**src/rtl/llsc_pkg.sv**
```systemverilog
`timescale 1ns/1ps
package llsc_pkg;

    typedef enum logic [1:0] {
        SC_CODE_FAIL   = 2'd0,
        SC_CODE_OK     = 2'd1,
        SC_CODE_BYPASS = 2'd2
    } sc_code_e;

endpackage

```
**src/rtl/llsc_rsv_check.sv**
```systemverilog
`timescale 1ns/1ps
module llsc_rsv_check #(
    parameter int ADDR_W      = 32,
    parameter int RSV_OFS_W   = 4,
    parameter int BLOCK_OFS_W = 6
) (
    input  logic              rsv_valid,
    input  logic [ADDR_W-1:0] rsv_addr,
    input  logic              snp_valid,
    input  logic [ADDR_W-1:0] snp_addr,
    input  logic [ADDR_W-1:0] sc_addr,
    input  logic [ADDR_W-1:0] ll_addr,
    output logic              snoop_hit,
    output logic              sc_match,
    output logic [ADDR_W-1:0] ll_base
);
    localparam logic [ADDR_W-1:0] RSV_MASK = {ADDR_W{1'b1}} << RSV_OFS_W;
    localparam logic [ADDR_W-1:0] BLK_MASK = {ADDR_W{1'b1}} << BLOCK_OFS_W;

    always_comb begin
        snoop_hit = rsv_valid && snp_valid &&
                    ((rsv_addr & BLK_MASK) == (snp_addr & BLK_MASK));
        sc_match  = ((sc_addr & RSV_MASK) == rsv_addr);
        ll_base   = ll_addr & RSV_MASK;
    end
endmodule

```
**src/rtl/llsc_fail_tracker.sv**
```systemverilog
`timescale 1ns/1ps
module llsc_fail_tracker #(
    parameter int CNT_W       = 24,
    parameter int WARN_PERIOD = 100000
) (
    input  logic             clk,
    input  logic             rst_n,
    input  logic             fail_evt,
    input  logic             clear_evt,
    output logic [CNT_W-1:0] count,
    output logic             warn
);
    localparam int PER_W = (WARN_PERIOD > 1) ? $clog2(WARN_PERIOD) : 1;
    localparam logic [PER_W-1:0] PER_LAST = PER_W'(WARN_PERIOD - 1);
    localparam logic [CNT_W-1:0] CNT_MAX  = {CNT_W{1'b1}};

    typedef struct packed {
        logic [CNT_W-1:0] cnt;
        logic [PER_W-1:0] per;
        logic             warn;
    } trk_t;

    trk_t trk_d, trk_q;

    always_comb begin
        trk_d      = trk_q;
        trk_d.warn = 1'b0;
        if (clear_evt) begin
            trk_d.cnt = '0;
            trk_d.per = '0;
        end else if (fail_evt) begin
            if (trk_q.cnt != CNT_MAX) begin
                trk_d.cnt = trk_q.cnt + 1'b1;
            end
            if (trk_q.per == PER_LAST) begin
                trk_d.per  = '0;
                trk_d.warn = 1'b1;
            end else begin
                trk_d.per = trk_q.per + 1'b1;
            end
        end
    end

    always_ff @(posedge clk or negedge rst_n) begin
        if (!rst_n) begin
            trk_q <= '0;
        end else begin
            trk_q <= trk_d;
        end
    end

    assign count = trk_q.cnt;
    assign warn  = trk_q.warn;
endmodule

```
**src/rtl/llsc_monitor.sv**
```systemverilog
`timescale 1ns/1ps
module llsc_monitor #(
    parameter int ADDR_W      = 32,
    parameter int BLOCK_OFS_W = 6,
    parameter int CNT_W       = 24,
    parameter int WARN_PERIOD = 100000
) (
    input  logic              clk,
    input  logic              rst_n,
    input  logic              ll_valid,
    input  logic [ADDR_W-1:0] ll_addr,
    input  logic              sc_valid,
    input  logic [ADDR_W-1:0] sc_addr,
    input  logic              sc_uncached,
    input  logic              snp_valid,
    input  logic [ADDR_W-1:0] snp_addr,
    input  logic              gclr,
    output logic              sc_done,
    output logic              sc_pass,
    output logic              sc_issue,
    output logic [1:0]        sc_code,
    output logic              rsv_valid,
    output logic [ADDR_W-1:0] rsv_addr,
    output logic [CNT_W-1:0]  fail_count,
    output logic              livelock_warn,
    output logic              wake
);
    import llsc_pkg::*;

    localparam int RSV_OFS_W = 4;

    typedef struct packed {
        logic              valid;
        logic [ADDR_W-1:0] addr;
        logic              done;
        logic              pass;
        logic              issue;
        sc_code_e          code;
        logic              wake;
    } mon_t;

    mon_t mon_d, mon_q;

    logic              snoop_hit;
    logic              sc_match;
    logic [ADDR_W-1:0] ll_base;
    logic              fail_evt;
    logic              clear_evt;

    llsc_rsv_check #(
        .ADDR_W      (ADDR_W),
        .RSV_OFS_W   (RSV_OFS_W),
        .BLOCK_OFS_W (BLOCK_OFS_W)
    ) rsv_chk_i (
        .rsv_valid (mon_q.valid),
        .rsv_addr  (mon_q.addr),
        .snp_valid (snp_valid),
        .snp_addr  (snp_addr),
        .sc_addr   (sc_addr),
        .ll_addr   (ll_addr),
        .snoop_hit (snoop_hit),
        .sc_match  (sc_match),
        .ll_base   (ll_base)
    );

    always_comb begin
        logic flag_post;
        logic sc_ok;
        flag_post = mon_q.valid && !snoop_hit;
        sc_ok     = sc_valid && !sc_uncached && flag_post && sc_match;

        mon_d       = mon_q;
        mon_d.valid = flag_post;
        mon_d.done  = sc_valid;
        mon_d.pass  = 1'b0;
        mon_d.issue = 1'b0;
        mon_d.code  = SC_CODE_FAIL;
        mon_d.wake  = gclr;
        fail_evt    = 1'b0;

        if (sc_valid) begin
            if (sc_uncached) begin
                mon_d.pass  = 1'b1;
                mon_d.issue = 1'b1;
                mon_d.code  = SC_CODE_BYPASS;
            end else if (sc_ok) begin
                mon_d.pass  = 1'b1;
                mon_d.issue = 1'b1;
                mon_d.code  = SC_CODE_OK;
                mon_d.valid = 1'b0;
            end else begin
                mon_d.valid = 1'b0;
                fail_evt    = 1'b1;
            end
        end

        if (ll_valid) begin
            mon_d.valid = 1'b1;
            mon_d.addr  = ll_base;
        end

        clear_evt = ll_valid || sc_ok;
    end

    always_ff @(posedge clk or negedge rst_n) begin
        if (!rst_n) begin
            mon_q <= '0;
        end else begin
            mon_q <= mon_d;
        end
    end

    llsc_fail_tracker #(
        .CNT_W       (CNT_W),
        .WARN_PERIOD (WARN_PERIOD)
    ) fail_trk_i (
        .clk       (clk),
        .rst_n     (rst_n),
        .fail_evt  (fail_evt),
        .clear_evt (clear_evt),
        .count     (fail_count),
        .warn      (livelock_warn)
    );

    assign sc_done   = mon_q.done;
    assign sc_pass   = mon_q.pass;
    assign sc_issue  = mon_q.issue;
    assign sc_code   = mon_q.code;
    assign rsv_valid = mon_q.valid;
    assign rsv_addr  = mon_q.addr;
    assign wake      = mon_q.wake;
endmodule

```
**config.mk**
```make
export PLATFORM = sky130hd
export DESIGN_NAME = llsc_monitor
export DESIGN_NICKNAME = d
export VERILOG_FILES = /design/src/rtl/llsc_pkg.sv /design/src/rtl/llsc_rsv_check.sv /design/src/rtl/llsc_fail_tracker.sv /design/src/rtl/llsc_monitor.sv
export SDC_FILE = /design/constraint.sdc
export NUM_CORES = 1
export LEC_CHECK = 0
export ABC_AREA = 1
export BUFFER_PORTS_ARGS = -buffer_cell sky130_fd_sc_hd__buf_4
export CORE_MARGIN = 3
export CORE_UTILIZATION = 40
export CTS_CLUSTER_SIZE = 8
export DETAILED_ROUTE_END_ITERATION = 16
export MAX_ROUTING_LAYER = met4
export PLACE_DENSITY = 0.67
export SLEW_MARGIN = 20
export SYNTH_ARGS = -nofsm -noshare
export SYNTH_HDL_FRONTEND = slang
export SYNTH_SLANG_ARGS = --single-unit
```
**constraint.sdc**
```tcl
create_clock -name clk -period 1.8 [get_ports clk]
set_input_delay 0.09 -clock clk [delete_from_list [all_inputs] [get_ports clk]]
set_output_delay 0.09 -clock clk [all_outputs]
set_load 0.05 [all_outputs]
```
# After elaboration in Yosys (flattened, before gate mapping)
# Cells that the tools add are included.
[word_totals]
inputBits = 103
register_bits = 77
[op_classes]
muxes = 15
addsub = 2
n_eq_ne = 4
n_reduce_logical = 12
[ops]
columns = ["operator", "n"]
rows = [
  ["$mux 42", 1],
  ["$mux 41", 1],
  ["$mux 33", 1],
  ["$eq 28x28->1", 1],
  ["$eq 26x26->1", 1],
  ["$add 24x1->24 const B", 1],
  ["$mux 24", 1],
  ["$ne 24x24->1 const B", 1],
  ["$add 17x1->17 const B", 1],
  ["$eq 17x17->1 const B", 1],
  ["$mux 17", 1],
  ["$mux 4", 3],
  ["$mux 1", 7],
  ["$logic_and 1x1->1", 6],
  ["$reduce_bool 2->1", 2],
  ["$logic_not 1->1", 2],
  ["$reduce_and 2->1", 1],
  ["$logic_or 1x1->1", 1],
]

# Longest topological paths before layout
# Gate-level depths: netlist of the first run.
[depth]
depth_word = 11
ltp_mapped = 15

# Modules after synthesis
# Synthesis of the first run repeated with hierarchy kept, for this count alone.
[unflattened]
hier_cells = 879
hier_area_um2 = 5730.5
[modules_own_cells]
columns = ["module", "cells_each", "area_each_um2", "instances"]
rows = [
  ["llsc_fail_tracker", 414, 2846.5, 1],
  ["llsc_monitor", 156, 1559.0, 1],
  ["llsc_rsv_check", 309, 1325.0, 1],
]

# Least setup slack after synthesis of the first run
# OpenSTA, ideal clock, no wires.
[synth_path]
path_kind = "reg2reg"
startpoint = "register mon_q (netlist bit rsv_addr[6])"
endpoint = "register fail_trk_i.trk_q (netlist bit fail_trk_i.count[16])"
arrival_time_ps = 1867
setup_time_ps = 119
required_time_ps = 1681
path_stages_with_launch = 15
synth_period_minus_slack_ps = 1986
setup_slack_ps = -186
cell_sequence = "dfrtp_1 > inv_1 > nand2_1 > nand2_1 > nor2_1 > nand2_1 > nor2_1 > nand2_1 > nor2_2 > nand3_4 > nand2_4 > inv_4 > buf_6 > nand3_2 > nand2_1"
[synth_between]
elab_chain_cells = 11
word_cells_on_any_way = 15
[synth_rtl]
columns = ["element", "line_no", "rtl"]
rows = [
  ["start, declared", "llsc_monitor.sv:42", "mon_t mon_d, mon_q;"],
  ["start signal, assigned", "llsc_monitor.sv:109", "mon_q <= mon_d;"],
  ["$eq 26x26->1", "llsc_rsv_check.sv:22", "((rsv_addr & BLK_MASK) == (snp_addr & BLK_MASK));"],
  ["$logic_and 1x1->1", "llsc_rsv_check.sv:21", "snoop_hit = rsv_valid && snp_valid &&"],
  ["$logic_not 1->1", "llsc_monitor.sv:69", "flag_post = mon_q.valid && !snoop_hit;"],
  ["$logic_and 1x1->1", "llsc_monitor.sv:69", ""],
  ["$logic_and 1x1->1", "llsc_monitor.sv:70", "sc_ok = sc_valid && !sc_uncached && flag_post && sc_match;"],
  ["$logic_and 1x1->1 (*)", "llsc_monitor.sv:70", ""],
  ["$mux 1", "llsc_monitor.sv:86", "end else if (sc_ok) begin"],
  ["$mux 1", "llsc_monitor.sv:82", "if (sc_uncached) begin"],
  ["$mux 1", "llsc_monitor.sv:81", "if (sc_valid) begin"],
  ["$reduce_bool 2->1 (no line)", "n/a", ""],
  ["$reduce_and 2->1 (no line)", "n/a", ""],
  ["end signal, assigned", "llsc_fail_tracker.sv:48", "trk_q <= trk_d;"],
  ["end, declared", "llsc_fail_tracker.sv:23", "trk_t trk_d, trk_q;"],
]
# Every way passes the cells marked *; elsewhere a longest branch is shown, timed or not.
# A chain may end at the register's enable or synchronous reset.

# Worst setup path in the final report of the first run
[layout_path]
startpoint = "register mon_q (netlist bit rsv_addr[9])"
endpoint = "register fail_trk_i.trk_q (netlist bit fail_trk_i.count[23])"
# Same word-level chain as after synthesis.

==> results.json, run 1 <==
{
  "ioPinCount": 167,
  "hpwl_um": 12600,
  "antenna_cells": 0,
  "area_growth_pct": 44.8,
  "synth_top_cells_by_count": "nand2_1 (275), inv_1 (134), nor2_1 (92)",
  "cts.clk_slew.worst_paths_ns": 0.06,
  "finalCritPeriodShare": 1.03,
  "min_from": "ll_valid",
  "yosysSeqAreaShare": 0.350,
  "fin_skew_ns": 0.0110,
  "synth.distinct_cells": 34,
  "cts.sinks": 76,
  "max-slew-margin-rel": 0.660,
  "arrival_ns": 2.08,
  "core_area_um2": 12900,
  "whs_ns": 0.186,
  "setup_slack_ns": -0.0450,
  "fin_crit_ns": 1.85,
  "r2r-start": "rsv_addr[9]",
  "grt_overflow": 0,
  "drt.antenna.violating_nets": 0,
  "track_usage": 0.229,
  "synth_warnings": 0,
  "via_count": 5826,
  "crit_top_cell": "nand2_1",
  "required_ns": 2.03,
  "routed_wl_um": 16800,
  "reg2reg_to": "fail_trk_i.count[23]",
  "die_width_um": 122,
  "ys_seq_elements": 76,
  "first_global_vias": 5422,
  "whs_path_depth": 4,
  "powerDensity_nw_per_um2": 626,
  "crit_slowest_cell": "dfrtp_2",
  "max_freq_mhz": 542,
  "rrSetupSlack_ns": -0.05,
  "grt_pass1_wl_um": 26300,
  "slowest_delay_ns": 0.42,
  "rows": 41,
  "clockBufferDepth": 2,
  "dieArea_um2": 15000,
  "synth-edff-count": 0,
  "drv_slew": 0,
  "ir_drop_mv": 0.611,
  "cp_max_fo": 6,
  "reg2reg_depth": 14,
  "drive_gt1_frac": 0.331,
  "path_cells": "inv_2 -> nand2_1 -> nand2_1 -> nor2_2 -> nand2_1 -> nor2_1 -> nand2_1 -> nor2_2 -> nand3_4 -> nand2_8 -> inv_8 -> buf_4 -> nand2_1 -> o21ai_1",
  "fin_cells": 1209,
  "criticalPathCategory": "reg2reg",
  "end_kind": "flip-flop",
  "drtIter0Drc": 393,
  "gp_congestion": 0.912,
  "drt-pass1-iter-count": 5,
  "clockRootBuffer": "clkbuf_16",
  "synth_top_area_cell": "dfrtp_1",
  "final_net_count": 1137,
  "hold_class": "in2reg",
  "hold_viol": 0,
  "dp_cells": 1151,
  "cts-buffers-inserted": 9,
  "grt_max_degree": 57,
  "whs_endpoint": "fail_trk_i.count[15]",
  "violations": "setup timing",
  "ys.flop_type": "dfrtp_1",
  "cts_htree_levels": 3,
  "routedWlPerCell_um": 13.9,
  "clk_latency_ns": 0.35,
  "leakagePower_nw": 4.05,
  "grt_antenna_before_repair": 0,
  "syn_area_per_cell_um2": 6.60,
  "syn_area_um2": 5430,
  "synth_top_area_share": 0.350,
  "crit_start": "rsv_addr[9]",
  "synth_cells": 822,
  "setup_viol": 17,
  "via_per_inst": 4.82,
  "synth.most_common_cell": "nand2_1",
  "n_fill_cell": 1224,
  "synth_area_leaders": "dfrtp_1 (35%), nand2_1 (19%), inv_1 (9.3%), nor2_1 (6.4%), nand4_1 (5.1%)",
  "synthArstFlopShare": 1.00,
  "cap_violations": 0,
  "cts_tree": "yes",
  "port-buffer-count": 148,
  "worstSetupStartpointType": "flip-flop",
  "fp.dieH_um": 122,
  "worst_pin_slew_ns": 0.510,
  "rsz0062_at_grt": "yes",
  "initial_core_util": 0.420,
  "status": "finished, violations left",
  "drc_errors": 0
}
==> worst max-delay path, delay by kind of cell (launching register included) <==
kind            cells  cell delay, ns
compound gates      1            0.06
flops               1            0.42
buf+inv             3            0.24
simple gates       10            1.00
==> sequential cells by signal (all words and copies together) (netlist names), 2 cells and up <==
signal / cells
fail_trk_i.count: 24
rsv_addr: 28
fail_trk_i.trk_q: 17
sc_code: 2
==> through the flow <==
step	util	power [mW]	TNS, ns	cell area, um^2	worst slack (ns)
CTS	0.587	4.90	-0.00572	7590	-0.00297
global route	0.608	5.15	-3.92	7860	-0.147
global placement	0.537	3.02	-0.0483	6940	-0.0247
floorplan	-	2.55	-0.000474	5480	-0.000158
detailed placement	0.537	3.03	-0.241	6940	-0.0707
finish	0.608	4.92	-0.482	7860	-0.0450
==> kinds of logic after synthesis <==
family | count (synthesis) | share of synthesized area
simple gates | 482 | 0.396
buf+inv | 180 | 0.150
flops | 76 | 0.350
compound gates | 53 | 0.0537
xor+xnor | 28 | 0.0452
fa+ha+maj | 2 | 0.00461
other cells | 1 | 0.000691
==> final cells by class <==
type,instances,area (um^2),area share
sequential,76,1940,0.247
inverter,136,523,0.0665
tap,172,215,0.0274
clock inverter,1,5.00,0.000637
timing repair buffer,240,1960,0.249
clock buffer,15,288,0.0366
multi-input combinational,569,2930,0.373
==> how the worst max path moves through the flow <==
| stage | cells past startpoint | to | slack (ns) |
|---|---|---|---|
| final | 14 | fail_trk_i.count[23] | -0.05 |
| after global routing | 14 | fail_trk_i.count[2] | -0.15 |
| after CTS | 12 | fail_trk_i.count[21] | -0.003 |
| after detailed placement | 14 | fail_trk_i.count[5] | -0.07 |
| after global placement | 11 | fail_trk_i.count[5] | -0.02 |
| after floorplan | 11 | fail_trk_i.count[0] | -0.0002 |
==> power breakdown <==
part	total (mW)	internal, mW	switching, mW
Sequential	1.88	1.79	0.0873
Combinational	1.25	0.490	0.756
Clock	1.79	1.08	0.711
Total	4.92	3.37	1.55
==> routing by layer <==
layer | up-vias | GRT usage | wire [um]
met4 | 0 | 0.0427 | 170
met1 | 2708 | 0.302 | 7550
li1 | 2946 | - | -
met3 | 18 | 0.0608 | 1040
met5 | - | - | 0
met2 | 154 | 0.361 | 8060
==> cell usage in the layout, fill, tap and decap left out, types with 3 or more instances in the layout <==
| cell type | n |
|---|---|
| a21oi_1 | 3 |
| a31o_2 | 3 |
| buf_12 | 5 |
| buf_4 | 200 |
| buf_6 | 3 |
| clkbuf_16 | 9 |
| clkbuf_8 | 4 |
| conb_1 | 4 |
| dfrtp_1 | 46 |
| dfrtp_2 | 30 |
| dlygate4sd3_1 | 32 |
| inv_1 | 116 |
| inv_2 | 18 |
| nand2_1 | 255 |
| nand2_2 | 18 |
| nand2_4 | 3 |
| nand3_1 | 21 |
| nand3_2 | 12 |
| nand3_4 | 3 |
| nand4_1 | 44 |
| nor2_1 | 80 |
| nor2_2 | 11 |
| nor2_4 | 7 |
| nor3_1 | 15 |
| nor3_2 | 5 |
| o21ai_0 | 33 |
| o21ai_1 | 6 |
| xnor2_1 | 10 |
| xor2_1 | 17 |
==> repair_timing <==
item | in CTS | in global routing
setup endpoints to repair | 19 | 42
resized for setup | 7 | 63
pin swaps | 2 | 36
setup buffers | 1 | 10
endpoints found under the hold margin | 61 | 0
hold buffers | 32 | 0
(Power assumes the default switching activity.)
==> inputs of run 2 (changes only) <==
--- a/config.mk
+++ b/config.mk
@@ -8,11 +8,11 @@
 export ABC_AREA = 1
 export BUFFER_PORTS_ARGS = -buffer_cell sky130_fd_sc_hd__buf_4
 export CORE_MARGIN = 3
-export CORE_UTILIZATION = 40
+export CORE_UTILIZATION = 47
 export CTS_CLUSTER_SIZE = 8
 export DETAILED_ROUTE_END_ITERATION = 16
 export MAX_ROUTING_LAYER = met4
-export PLACE_DENSITY = 0.67
+export PLACE_DENSITY = 0.77
 export SLEW_MARGIN = 20
 export SYNTH_ARGS = -nofsm -noshare
 export SYNTH_HDL_FRONTEND = slang
==> run 2 against run 1 <==
Critical path depth decreased by 5. Count of clock-buffer cells in the layout fell by 3. Clock skew decreased by 0.0024 ns. Via count increased by 2.3%. The flow still finishes with violations (setup timing). Die area down 14%. Total power fell by 0.76%. Core utilization rose by 8.9 points. Routed wire length down 1.3%. Setup slack improved by 0.0067 ns. First-iteration DRC count is 1.0% higher. Flip-flop and latch count unchanged. Clock power is essentially flat.
==> results.json, run 2 (same netlist as run 1, synthesis figures left out) <==
{
  "port-buffer-count": 148,
  "hold_class": "in2async",
  "drt.antenna.violating_nets": 0,
  "slowest_delay_ns": 0.45,
  "clockRootBuffer": "clkbuf_16",
  "antenna_cells": 0,
  "fin_crit_ns": 1.84,
  "finalCritPeriodShare": 1.02,
  "fp.dieH_um": 113,
  "cts.clk_slew.worst_paths_ns": 0.06,
  "hold_viol": 0,
  "final_net_count": 1131,
  "finalSetupTns_ns": -0.174,
  "core_area_um2": 11100,
  "grt_pass1_wl_um": 26400,
  "multi_input_area_um2": 2880,
  "drv_slew": 0,
  "n_fill_cell": 918,
  "worst_pin_slew_ns": 0.514,
  "gp_congestion": 0.931,
  "end_kind": "flip-flop",
  "drc_errors": 0,
  "cp_max_fo": 5,
  "track_usage": 0.260,
  "arrival_ns": 2.12,
  "final_util": 0.697,
  "first_global_vias": 5625,
  "rsz0062_at_grt": "yes",
  "setup_slack_ns": -0.0383,
  "criticalPathCategory": "reg2reg",
  "grt_max_degree": 57,
  "drive_gt1_frac": 0.323,
  "powerDensity_nw_per_um2": 632,
  "mostFrequentLayoutCells": "nand2_1 (258), buf_4 (192), inv_1 (119)",
  "required_ns": 2.08,
  "via_per_inst": 5.09,
  "max_freq_mhz": 544,
  "cts-buffers-inserted": 9,
  "ioPinCount": 167,
  "cts_htree_levels": 3,
  "ir_drop_mv": 0.442,
  "routedWlPerCell_um": 14.2,
  "dieArea_um2": 12900,
  "whs_ns": 0.231,
  "grt_overflow": 0,
  "drt-pass1-iter-count": 5,
  "die_width_um": 113,
  "critPathBufInv": 2,
  "largest_reg_flops": 28,
  "fin_skew_ns": 0.00855,
  "leakagePower_nw": 4.02,
  "cts.sinks": 76,
  "grt_antenna_before_repair": 0,
  "total_power_mw": 4.88,
  "place_ws_ns": -0.0276,
  "area_growth_pct": 42.3,
  "via_count": 5962,
  "initial_core_util": 0.490,
  "cts_tree": "yes",
  "status": "finished, violations left",
  "setup_viol": 8,
  "drtIter0Drc": 397,
  "cap_violations": 0,
  "worstSetupStartpointType": "flip-flop",
  "crit_slowest_cell": "dfrtp_1",
  "layout.area.seq_um2": 1940,
  "path_cells": "nand2_2 -> nor2_2 -> nand4_1 -> nor3_4 -> buf_4 -> buf_4 -> xor2_1 -> nand4_1 -> nand2_1",
  "clockBufferDepth": 2,
  "clk_latency_ns": 0.34,
  "violations": "setup timing",
  "hpwl_um": 12100,
  "max-slew-margin-rel": 0.658,
  "routed_wl_um": 16600,
  "mostFrequentLayoutCell": "nand2_1",
  "crit_family": "simple AND/OR/NAND/NOR gates",
  "rows": 38
}
## run 2: cell count changes in the layout (fill, tap and decap cells not counted), sizes merged
cell | previous run | this run
clkinv | 1 | 3
clkbuf | 15 | 13
buf | 208 | 200
clkinvlp | 0 | 1
nand2 | 277 | 278
## run 2: worst paths after layout
check                      slack [ns]                start                    to  cells after the start
max in group asynchronous        0.96                rst_n  fail_trk_i.count[10]                      3
min in group clk                 0.26             ll_valid  fail_trk_i.count[20]                      4
max                             -0.04  fail_trk_i.count[7]  fail_trk_i.count[15]                      9
max reg2reg                     -0.04  fail_trk_i.count[7]  fail_trk_i.count[15]                      9
min reg2reg                      0.51  fail_trk_i.trk_q[2]   fail_trk_i.trk_q[2]                      2
min                              0.23                rst_n          rsv_addr[10]                      2
## run 2: report_power, final
group,internal [mW],total (mW),switching (mW)
Clock,1.04,1.76,0.721
Combinational,0.484,1.25,0.761
Sequential,1.79,1.88,0.0844
Total,3.32,4.88,1.57
## run 2: cell type report
class                           count  area share
Clock buffer                       12      0.0345
Inverter                          136      0.0674
Sequential cell                    76       0.251
Tap cell                          140      0.0227
Multi-Input combinational cell    570       0.374
Timing Repair Buffer              233       0.248
Clock inverter                      4     0.00292
## run 2: metrics by stage
stage,cells,cell area (um^2)
floorplan,825,5480
global placement,1110,6820
detailed placement,1110,6820
CTS,1159,7450
global route,1171,7720
finish,1171,7720
## run 2: what timing repair did
action / CTS / global route
hold buffers: 32 / 0
hold endpoints to repair: 63 / 0
pin swaps: 2 / 41
gates resized for setup: 3 / 53
endpoints found under the setup margin: 32 / 42
gates cloned: 0 / 2
setup buffers: 1 / 11
## run 2: routing by layer
layer | up-vias | wire length [um] | GRT usage
li1 | 2944 | - | -
met1 | 2783 | 7320 | 0.339
met2 | 207 | 7890 | 0.415
met3 | 28 | 1060 | 0.0493
met4 | 0 | 342 | 0.0753
met5 | - | 0 | -
==> inputs of run 3 (changes only) <==
--- a/config.mk
+++ b/config.mk
@@ -7,6 +7,7 @@
 export LEC_CHECK = 0
 export ABC_AREA = 1
 export BUFFER_PORTS_ARGS = -buffer_cell sky130_fd_sc_hd__buf_4
+export CORE_ASPECT_RATIO = 0.5
 export CORE_MARGIN = 3
 export CORE_UTILIZATION = 47
 export CTS_CLUSTER_SIZE = 8
==> run 3 against run 2 <==
The run still ends with setup timing left. Design area increased by 2.2%. Final cell count rose by 0.34%. Critical path type unchanged. Largest cell class unchanged. Via count grew 0.52%. Hold slack lost 0.22 ns.
==> results.json, run 3 (same netlist as run 1, synthesis figures left out) <==
{
  "status": "finished, violations left",
  "violations": "setup timing",
  "worst_pin_slew_ns": 0.508,
  "crit_family": "simple AND/OR/NAND/NOR gates",
  "ioPinCount": 167,
  "max-slew-margin-rel": 0.661,
  "core_area_um2": 11100,
  "die_width_um": 158,
  "place_ws_ns": -0.0574,
  "area_growth_pct": 45.4,
  "powerDensity_nw_per_um2": 679,
  "final_net_count": 1130,
  "cts.sinks": 76,
  "n_fill_cell": 848,
  "slowest_delay_ns": 0.42,
  "track_usage": 0.256,
  "final_util": 0.710,
  "via_per_inst": 5.10,
  "drc_errors": 0,
  "clockBufferDepth": 2,
  "setup_slack_ns": -0.0433,
  "cts_htree_levels": 3,
  "layout.area.seq_um2": 1940,
  "rsz0062_at_grt": "yes",
  "drtIter0Drc": 442,
  "setup_viol": 7,
  "grt_overflow": 0,
  "clk_latency_ns": 0.34,
  "hpwl_um": 12300,
  "grt_antenna_before_repair": 0,
  "cp_max_fo": 3,
  "cts-buffers-inserted": 9,
  "mostFrequentLayoutCells": "nand2_1 (260), buf_4 (191), inv_1 (117)",
  "rows": 27,
  "max_freq_mhz": 543,
  "via_count": 5993,
  "required_ns": 2.02,
  "mostFrequentLayoutCell": "nand2_1",
  "ir_drop_mv": 0.536,
  "fin_cells": 1175,
  "fin_crit_ns": 1.84,
  "clockRootBuffer": "clkbuf_16",
  "routedWlPerCell_um": 14.8,
  "whs_ns": 0.0107,
  "first_global_vias": 5514,
  "drt.antenna.violating_nets": 0,
  "path_cells": "buf_4 -> nand2_1 -> nor2_2 -> nand4_1 -> nor3_4 -> nand3_1 -> nor2_1 -> nand2_1 -> o21ai_0 -> nor2_1",
  "hold_viol": 0,
  "grt_max_degree": 57,
  "finalCritPeriodShare": 1.02,
  "crit_slowest_cell": "dfrtp_1",
  "cap_violations": 0,
  "cts_tree": "yes",
  "routed_wl_um": 17400,
  "fp.dieH_um": 82.0,
  "initial_core_util": 0.488,
  "antenna_cells": 0,
  "dp_cells": 1118,
  "worstSetupStartpointType": "flip-flop",
  "cts.clk_slew.worst_paths_ns": 0.06,
  "hold_class": "in2reg",
  "largest_reg_flops": 28,
  "leakagePower_nw": 4.08,
  "grt_pass1_wl_um": 25800,
  "end_kind": "flip-flop",
  "drt-pass1-iter-count": 5,
  "arrival_ns": 2.07,
  "multi_input_area_um2": 2960,
  "total_power_mw": 5.35,
  "port-buffer-count": 148,
  "fin_skew_ns": 0.00401,
  "criticalPathCategory": "reg2reg",
  "gp_congestion": 0.975,
  "drv_slew": 0,
  "critPathBufInv": 1,
  "drive_gt1_frac": 0.328,
  "dieArea_um2": 12900
}
## run 3: layout make-up
| cell class | instances | area share |
|---|---|---|
| multi-input cells | 569 | 0.375 |
| clock inverters | 3 | 0.0114 |
| well taps | 145 | 0.0230 |
| clock buffers | 13 | 0.0355 |
| repair buffers | 233 | 0.243 |
| inverters | 136 | 0.0660 |
| flip-flops and latches | 76 | 0.246 |
## run 3: final timing paths
kind                                       from                   end  slack (ns)  cells after the start
setup / recovery            fail_trk_i.count[1]  fail_trk_i.count[19]       -0.04                     10
max in group asynchronous                 rst_n          rsv_addr[24]        0.91                      3
setup reg to reg            fail_trk_i.count[1]  fail_trk_i.count[19]       -0.04                     10
hold reg to reg            fail_trk_i.trk_q[17]  fail_trk_i.trk_q[17]        0.51                      2
min in group asynchronous                 rst_n          rsv_addr[23]        0.21                      2
hold / removal                      ll_addr[17]          rsv_addr[17]        0.01                      3
## run 3: what timing repair did
| action | in CTS | in global routing |
|---|---|---|
| gates cloned | 0 | 1 |
| pin swaps | 7 | 42 |
| hold endpoints to repair | 83 | 0 |
| buffers inserted | 1 | 9 |
| hold buffers | 31 | 0 |
| endpoints found under the setup margin | 14 | 42 |
| gates resized for setup | 10 | 63 |
## run 3: metrics by stage
stage               cell area (um^2)    TNS, ns
finish                          7890     -0.126
global route                    7890      -3.03
CTS                             7570     -0.293
detailed placement              6850     -0.230
global placement                6850    -0.0267
floorplan                       5480  -0.000474
## run 3: worst min-delay path, cell delays in order
cell	delay (ns)
buf_4	0.08
nand2_1	0.05
o21ai_0	0.08
## run 3: per-layer routing
layer / global-route usage / share of wire / vias to the layer above
li1: - / - / 2928
met1: 0.320 / 0.43 / 2821
met2: 0.432 / 0.49 / 219
met3: 0.0558 / 0.063 / 25
met4: 0.0549 / 0.013 / 0
met5: - / 0 / -
## run 3: power breakdown
part	leakage, nW	switching [mW]	internal [mW]
Clock	0.182	0.716	1.51
Sequential	0.964	0.0868	1.79
Combinational	2.93	0.767	0.487
Total	4.08	1.57	3.79
